## config.mk

```make
export PLATFORM = sky130hd
export DESIGN_NAME = uart_xcvr
export DESIGN_NICKNAME = d
export VERILOG_FILES = /design/src/rtl/uart_pkg.sv /design/src/rtl/uart_baud.sv /design/src/rtl/uart_tx.sv /design/src/rtl/uart_rx.sv /design/src/rtl/uart_xcvr.sv
export SDC_FILE = /design/constraint.sdc
export NUM_CORES = 1
export LEC_CHECK = 0
export BUFFER_PORTS_ARGS = -buffer_cell sky130_fd_sc_hd__buf_4
export CAP_MARGIN = 20
export CORE_MARGIN = 2
export CORE_UTILIZATION = 25
export DETAILED_ROUTE_END_ITERATION = 10
export GPL_ROUTABILITY_DRIVEN = 0
export RECOVER_POWER = 25
export SETUP_SLACK_MARGIN = 0.5
export SYNTH_ARGS = -nofsm -noshare
export SYNTH_HDL_FRONTEND = slang
export SYNTH_SLANG_ARGS = --single-unit
export TNS_END_PERCENT = 1
```

## constraint.sdc

```tcl
create_clock -name clk_i -period 4.4 [get_ports clk_i]
set_input_delay 0.88 -clock clk_i [delete_from_list [all_inputs] [get_ports clk_i]]
set_output_delay 0.88 -clock clk_i [all_outputs]
set_load 0.05 [all_outputs]
```

## src/rtl/uart_pkg.sv

```systemverilog
package uart_pkg;
  localparam int DATA_W = 8;

  typedef enum logic [2:0] {
    ST_IDLE, ST_START, ST_DATA, ST_PAR, ST_STOP
  } frame_st_e;

  typedef struct packed {
    logic [1:0] stop;
    logic       even;
    logic       par_en;
    logic [1:0] len;
  } fmt_t;

  function automatic logic [3:0] nbits(input logic [1:0] c);
    return 4'd5 + {2'b00, c};
  endfunction

  function automatic logic [5:0] stop_ticks(input logic [1:0] c);
    case (c)
      2'd0:    return 6'd16;
      2'd1:    return 6'd24;
      default: return 6'd32;
    endcase
  endfunction

  function automatic logic [DATA_W-1:0] len_mask(input logic [1:0] c);
    return {DATA_W{1'b1}} >> (2'd3 - c);
  endfunction
endpackage

```

## src/rtl/uart_baud.sv

```systemverilog
module uart_baud #(
  parameter int DIV_W = 8
) (
  input  logic             clk_i,
  input  logic             rst_ni,
  input  logic [DIV_W-1:0] div_i,
  input  logic             restart_i,
  output logic             tick_o
);
  logic [DIV_W-1:0] cnt_q;

  assign tick_o = (cnt_q >= div_i);

  always_ff @(posedge clk_i or negedge rst_ni) begin
    if (!rst_ni)                  cnt_q <= '0;
    else if (restart_i || tick_o) cnt_q <= '0;
    else                          cnt_q <= cnt_q + 1'b1;
  end
endmodule

```

## src/rtl/uart_tx.sv

```systemverilog
module uart_tx
  import uart_pkg::*;
(
  input  logic              clk_i,
  input  logic              rst_ni,
  input  logic              tick_i,
  input  fmt_t              fmt_i,
  input  logic              load_i,
  input  logic [DATA_W-1:0] data_i,
  output logic              take_o,
  output logic              busy_o,
  output logic              txd_o
);
  frame_st_e         st_q;
  logic [5:0]        tcnt_q;
  logic [2:0]        bidx_q;
  logic [DATA_W-1:0] sh_q;
  logic              par_q;
  logic [5:0]        last_c;

  assign take_o = (st_q == ST_IDLE) && load_i;
  assign busy_o = (st_q != ST_IDLE);
  assign last_c = (st_q == ST_STOP) ? stop_ticks(fmt_i.stop) - 6'd1 : 6'd15;

  always_ff @(posedge clk_i or negedge rst_ni) begin
    if (!rst_ni) begin
      st_q   <= ST_IDLE;
      tcnt_q <= '0;
      bidx_q <= '0;
      sh_q   <= '0;
      par_q  <= 1'b0;
    end else if (st_q == ST_IDLE) begin
      if (load_i) begin
        st_q   <= ST_START;
        tcnt_q <= '0;
        sh_q   <= data_i;
        // even: ones in data; odd: inverted
        par_q  <= (^(data_i & len_mask(fmt_i.len))) ^ ~fmt_i.even;
      end
    end else if (tick_i) begin
      if (tcnt_q == last_c) begin
        tcnt_q <= '0;
        unique case (st_q)
          ST_START: begin
            st_q   <= ST_DATA;
            bidx_q <= '0;
          end
          ST_DATA: begin
            sh_q <= sh_q >> 1;
            if ({1'b0, bidx_q} == nbits(fmt_i.len) - 4'd1)
              st_q <= fmt_i.par_en ? ST_PAR : ST_STOP;
            else
              bidx_q <= bidx_q + 3'd1;
          end
          ST_PAR:  st_q <= ST_STOP;
          default: st_q <= ST_IDLE;
        endcase
      end else begin
        tcnt_q <= tcnt_q + 6'd1;
      end
    end
  end

  always_comb begin
    unique case (st_q)
      ST_START: txd_o = 1'b0;
      ST_DATA:  txd_o = sh_q[0];
      ST_PAR:   txd_o = par_q;
      default:  txd_o = 1'b1;
    endcase
  end
endmodule

```

## src/rtl/uart_rx.sv

```systemverilog
module uart_rx
  import uart_pkg::*;
(
  input  logic              clk_i,
  input  logic              rst_ni,
  input  logic              tick_i,
  input  fmt_t              fmt_i,
  input  logic              rxd_i,
  output logic              done_o,
  output logic [DATA_W-1:0] data_o,
  output logic              perr_o,
  output logic              ferr_o
);
  frame_st_e         st_q;
  logic [1:0]        sync_q;
  logic              prev_q;
  logic [3:0]        tcnt_q;
  logic [2:0]        bidx_q;
  logic [DATA_W-1:0] sh_q;
  logic              par_q;
  logic              rx_s, mid, fin;
  logic [DATA_W-1:0] aligned;

  assign rx_s    = sync_q[1];
  assign mid     = tick_i && (tcnt_q == 4'd7);
  assign fin     = tick_i && (tcnt_q == 4'd15);
  assign aligned = sh_q >> (4'd8 - nbits(fmt_i.len));

  always_ff @(posedge clk_i or negedge rst_ni) begin
    if (!rst_ni) begin
      sync_q <= 2'b11;
      prev_q <= 1'b1;
    end else begin
      sync_q <= {sync_q[0], rxd_i};
      prev_q <= rx_s;
    end
  end

  always_ff @(posedge clk_i or negedge rst_ni) begin
    if (!rst_ni) begin
      st_q   <= ST_IDLE;
      tcnt_q <= '0;
      bidx_q <= '0;
      sh_q   <= '0;
      par_q  <= 1'b0;
      done_o <= 1'b0;
      data_o <= '0;
      perr_o <= 1'b0;
      ferr_o <= 1'b0;
    end else begin
      done_o <= 1'b0;
      if (st_q == ST_IDLE) begin
        if (prev_q && !rx_s) begin
          st_q   <= ST_START;
          tcnt_q <= '0;
        end
      end else if (tick_i) begin
        tcnt_q <= tcnt_q + 4'd1;
        unique case (st_q)
          ST_START: begin
            if (mid && rx_s) st_q <= ST_IDLE;   // false start
            else if (fin) begin
              st_q   <= ST_DATA;
              bidx_q <= '0;
            end
          end
          ST_DATA: begin
            if (mid) sh_q <= {rx_s, sh_q[DATA_W-1:1]};
            if (fin) begin
              if ({1'b0, bidx_q} == nbits(fmt_i.len) - 4'd1)
                st_q <= fmt_i.par_en ? ST_PAR : ST_STOP;
              else
                bidx_q <= bidx_q + 3'd1;
            end
          end
          ST_PAR: begin
            if (mid) par_q <= rx_s;
            if (fin) st_q <= ST_STOP;
          end
          default: begin
            if (mid) begin
              done_o <= 1'b1;
              data_o <= aligned;
              perr_o <= fmt_i.par_en && (((^aligned) ^ ~fmt_i.even) != par_q);
              ferr_o <= !rx_s;
              st_q   <= ST_IDLE;
            end
          end
        endcase
      end
    end
  end
endmodule

```

## src/rtl/uart_xcvr.sv

```systemverilog
module uart_xcvr
  import uart_pkg::*;
#(
  parameter int DIV_W = 8
) (
  input  logic              clk_i,
  input  logic              rst_ni,
  input  logic [1:0]        reg_addr_i,
  input  logic              reg_wr_i,
  input  logic              reg_rd_i,
  input  logic [DATA_W-1:0] reg_wdata_i,
  output logic [DATA_W-1:0] reg_rdata_o,
  input  logic              rxd_i,
  output logic              txd_o
);
  localparam logic [1:0] A_DATA = 2'd0;
  localparam logic [1:0] A_STAT = 2'd1;
  localparam logic [1:0] A_DIV  = 2'd2;
  localparam logic [1:0] A_FMT  = 2'd3;
  localparam fmt_t       FMT_RST = '{stop: 2'd0, even: 1'b0, par_en: 1'b0, len: 2'd3};

  logic [DIV_W-1:0]  div_q;
  fmt_t              fmt_q;
  logic [DATA_W-1:0] thr_q, rbr_q;
  logic              thr_empty_q, rx_ready_q, perr_q, ferr_q, ovr_q;
  logic              tick, tx_take, tx_busy;
  logic              rx_done, rx_perr, rx_ferr;
  logic [DATA_W-1:0] rx_data;
  logic              wr_data, rd_clr;

  assign wr_data = reg_wr_i && (reg_addr_i == A_DATA);
  assign rd_clr  = reg_rd_i && (reg_addr_i == A_DATA);

  uart_baud #(.DIV_W(DIV_W)) u_baud (
    .clk_i, .rst_ni, .div_i(div_q),
    .restart_i(reg_wr_i && (reg_addr_i == A_DIV)), .tick_o(tick)
  );

  uart_tx u_tx (
    .clk_i, .rst_ni, .tick_i(tick), .fmt_i(fmt_q),
    .load_i(!thr_empty_q), .data_i(thr_q),
    .take_o(tx_take), .busy_o(tx_busy), .txd_o
  );

  uart_rx u_rx (
    .clk_i, .rst_ni, .tick_i(tick), .fmt_i(fmt_q), .rxd_i,
    .done_o(rx_done), .data_o(rx_data), .perr_o(rx_perr), .ferr_o(rx_ferr)
  );

  always_ff @(posedge clk_i or negedge rst_ni) begin
    if (!rst_ni) begin
      div_q <= '0;
      fmt_q <= FMT_RST;
    end else if (reg_wr_i) begin
      if (reg_addr_i == A_DIV) div_q <= reg_wdata_i[DIV_W-1:0];
      if (reg_addr_i == A_FMT) fmt_q <= reg_wdata_i[5:0];
    end
  end

  always_ff @(posedge clk_i or negedge rst_ni) begin
    if (!rst_ni) begin
      thr_q       <= '0;
      thr_empty_q <= 1'b1;
    end else if (wr_data && thr_empty_q) begin
      thr_q       <= reg_wdata_i;
      thr_empty_q <= 1'b0;
    end else if (tx_take) begin
      thr_empty_q <= 1'b1;
    end
  end

  always_ff @(posedge clk_i or negedge rst_ni) begin
    if (!rst_ni) begin
      rbr_q      <= '0;
      rx_ready_q <= 1'b0;
      perr_q     <= 1'b0;
      ferr_q     <= 1'b0;
      ovr_q      <= 1'b0;
    end else if (rx_done) begin
      rbr_q      <= rx_data;
      rx_ready_q <= 1'b1;
      ovr_q      <= (ovr_q || rx_ready_q) && !rd_clr;
      perr_q     <= (perr_q && !rd_clr) || rx_perr;
      ferr_q     <= (ferr_q && !rd_clr) || rx_ferr;
    end else if (rd_clr) begin
      rx_ready_q <= 1'b0;
      perr_q     <= 1'b0;
      ferr_q     <= 1'b0;
      ovr_q      <= 1'b0;
    end
  end

  always_comb begin
    unique case (reg_addr_i)
      A_DATA:  reg_rdata_o = rbr_q;
      A_STAT:  reg_rdata_o = {3'b000, ovr_q, ferr_q, perr_q, rx_ready_q, thr_empty_q};
      A_DIV:   reg_rdata_o = DATA_W'(div_q);
      default: reg_rdata_o = {2'b00, fmt_q};
    endcase
  end
endmodule

```

==> impl_metrics.yaml <==
outcome:
  status: "finished with violations"
  violations: "capacitance limit, slew limit"
route:
  drt_iter0_drc: 222
  via_count: 3572
  drtPass1Iterations: 5
  vias_per_cell: 4.78
  postRouteAntennaNets: 0
  avgRoutedWirePerCell_um: 15.5
  wirelength_um: 11600
  drc_errors: 0
timing:
  rsz0062_at_grt: "no"
  max_slew_margin_pct: -1.30
  finClkSkew_ps: 13.7
  max_slew.worst_pin.slew_ps: 1520
  setup_tns_ps: 0
  clock.fmax_mhz: 325
  finalHoldViolations: 0
  finalSetupViolCount: 0
  finalCriticalPeriod_ps: 3080
  fin_crit_sh_pct: 70.0
  final.setup.worst_slack_ps: 1320
  slew_viol_final: 29
power_and_ir_drop:
  p_leak_nw: 2.61
  p_per_area_nw_per_um2: 466
  ir_drop_v: 0.000216
  finalPower_mw: 2.70
cts:
  cts_max_path_buffers: 2
  clock-root-buffer: "clkbuf_16"
  cts.sinks: 97
  htreeDepth: 3
  cts.clk_slew.worst_paths_ps: 70
  cts_setup_buffers: 0
  clkLatencyLatePin_ps: 350
  cts_hold_buf: 0
  cts_buffers: 9
  cts_tree: "yes"
  cts_resized: 0
yosys:
  synthMuxAreaShare_pct: 16.0
  synth_top_family_by_area: "multiplexers"
  yosysWarnings: 0
  yosys-top-cells-area: "dfrtp_1, mux2_2, mux4_2, ha_1, o21ai_0"
  syn-num-nets: 485
  syn_avg_cell_area_sq_um: 11.2
  yosysTopAreaCellShare_pct: 44.8
  seq_area_frac_synth_pct: 47.9
  yosys.area_share.simple_pct: 12.9
  synth-adder-area-share_pct: 3.69
  synth_common_cells: "dfrtp_1, mux2_2, nand2_1, o21ai_0, nor2_1"
  yosysMostFrequentCell: "dfrtp_1"
  ys_ff_latch: 97
  synth_ff_type: "dfrtp_1"
  yosys.area.top_type: "dfrtp_1"
  synth_edf_count: 0
  synth_compound_area_share_pct: 11.4
  ys_types: 63
  synth_area_sq_um: 5080
  synth_cells: 455
  synthArstFlopShare_pct: 100
  synthXorXnorAreaFrac_pct: 4.48
setup_path:
  path_buf_inv: 1
  critical_path_class: "register to register"
  cp-start-kind: "register"
  slowest_stage: "dfstp_2"
  crit_required_ps: 4670
  cp_max_fo: 13
  cp_top_family: "compound AO/OA/AOI/OAI gates"
  crit_path_end_kind: "register"
  path_cells: "inv_1 -> ha_1 -> xnor2_1 -> mux2i_1 -> a21oi_1 -> o21ai_0 -> nor3b_1 -> a41oi_1 -> o22ai_1"
  slowest_delay_ps: 710
  cp.arrival_ps: 3350
die:
  floorplan.initialDensity_pct: 25.3
  coreArea_sq_um: 20100
  die_w_um: 147
  die-area_sq_um: 21500
  top_level_ports: 24
  die_h_um: 147
  num_rows: 52
placed_design:
  place_ws_ps: 1370
  place_inst: 730
  portBuffers: 23
  dpl.hpwl_um: 8360
final_layout:
  drive_gt1_share_pct: 23.0
  finalNetCount: 503
  area_growth_pct: 13.9
  fin_cells: 748
  antennaDiodeCount: 0
flow_run:
  cap_violations: 1
grt:
  grt_pass1_wl_um: 19200
  grt_usage_pct: 11.3
  antenna_found_initial: 0
  globalRoute.totalOverflow: 0
  grt_pass1_vias: 3627
  grt_max_degree: 82
min_path:
  hold_class: "register to register"
[per-stage QoR]
stage	hold WS, ps	util [%]	area [sq um]
finish	362	28.8	5790
global route	371	28.8	5790
CTS	358	28.8	5780
detailed placement	348	27.3	5490
global placement	350	27.3	5490
floorplan	345	-	5080
[state kept, by name, summed over array words and instances (netlist names), 4 cells and up]
| signal | count |
|---|---|
| u_rx.data_o | 8 |
| u_tx.sh_q | 8 |
| u_rx.tcnt_q | 4 |
| u_tx.tcnt_q | 6 |
| fmt_q | 6 |
| u_baud.cnt_q | 8 |
| thr_q | 8 |
| div_q | 8 |
| rbr_q | 8 |
| u_rx.sh_q | 8 |
[metal layers]
| metal | track usage (%) | share of wire [%] | vias to the layer above |
|---|---|---|---|
| li1 | - | - | 1668 |
| met1 | 14.8 | 47 | 1810 |
| met2 | 18.2 | 48 | 80 |
| met3 | 2.94 | 3.6 | 14 |
| met4 | 4.13 | 2.1 | 0 |
| met5 | 0 | 0 | - |
[path summary, 6_finish.rpt]
kind / slack (ps) / to / startpoint / cells after the start
worst min register to register: 360 / u_rx.sync_q[1] / u_rx.sync_q[0] / 0
worst max register to register: 1320 / u_rx.st_q[1] / fmt_q[0] / 9
min in group asynchronous: 890 / u_rx.tcnt_q[1] / rst_ni / 1
max in group asynchronous: 1510 / div_q[5] / rst_ni / 2
worst max-delay path: 1320 / u_rx.st_q[1] / fmt_q[0] / 9
worst min-delay path: 360 / u_rx.sync_q[1] / u_rx.sync_q[0] / 0
[worst register-to-register path: stages (launching register included)]
cell and delay [ps]:
dfstp_2 710, inv_1 160, ha_1 600, xnor2_1 190, mux2i_1 260, a21oi_1 150, o21ai_0 260, nor3b_1 340
a41oi_1 160, o22ai_1 180
[report_power, final]
| part | switching (mW) | internal, mW | total, mW |
|---|---|---|---|
| Clock | 0.370 | 0.394 | 0.765 |
| Combinational | 0.389 | 0.326 | 0.715 |
| Sequential | 0.169 | 1.05 | 1.22 |
| Total | 0.929 | 1.77 | 2.70 |
[cell families (layout without fill, tap and decap cells)]
logic type | count (synthesis) | after routing
buffers and inverters | 39 | 62
AND/OR/NAND/NOR | 125 | 125
XOR/XNOR | 26 | 26
multiplexers | 64 | 64
adder cells (fa/ha/maj) | 15 | 15
flip-flops | 97 | 97
AO/OA/AOI/OAI | 89 | 89
[layout make-up]
| cell class | count | area (sq um) |
|---|---|---|
| Timing Repair Buffer | 26 | 185 |
| Sequential cell | 97 | 2430 |
| Tap cell | 270 | 338 |
| Inverter | 20 | 75.1 |
| Fill cell | 2041 | 14300 |
| Clock buffer | 9 | 225 |
| Clock inverter | 7 | 65.1 |
| Multi-Input combinational cell | 319 | 2460 |
[placed cells by master (no fill, tap or decap), drive strengths merged, types with 3 or more instances in the layout]
cell,n
dfrtp,91
o21ai,40
mux2,39
nand2,38
nor2,28
buf,22
inv,22
nand3,16
xnor2,15
mux2i,15
ha,15
a21oi,14
clkbuf,13
xor2,11
mux4,10
and3,8
nor3,6
dfstp,6
a22o,5
nand4,4
o31ai,4
and2,4
nor3b,4
or2,3
a21o,3
a41oi,3
o41ai,3
clkinv,3
(Power assumes the default switching activity.)
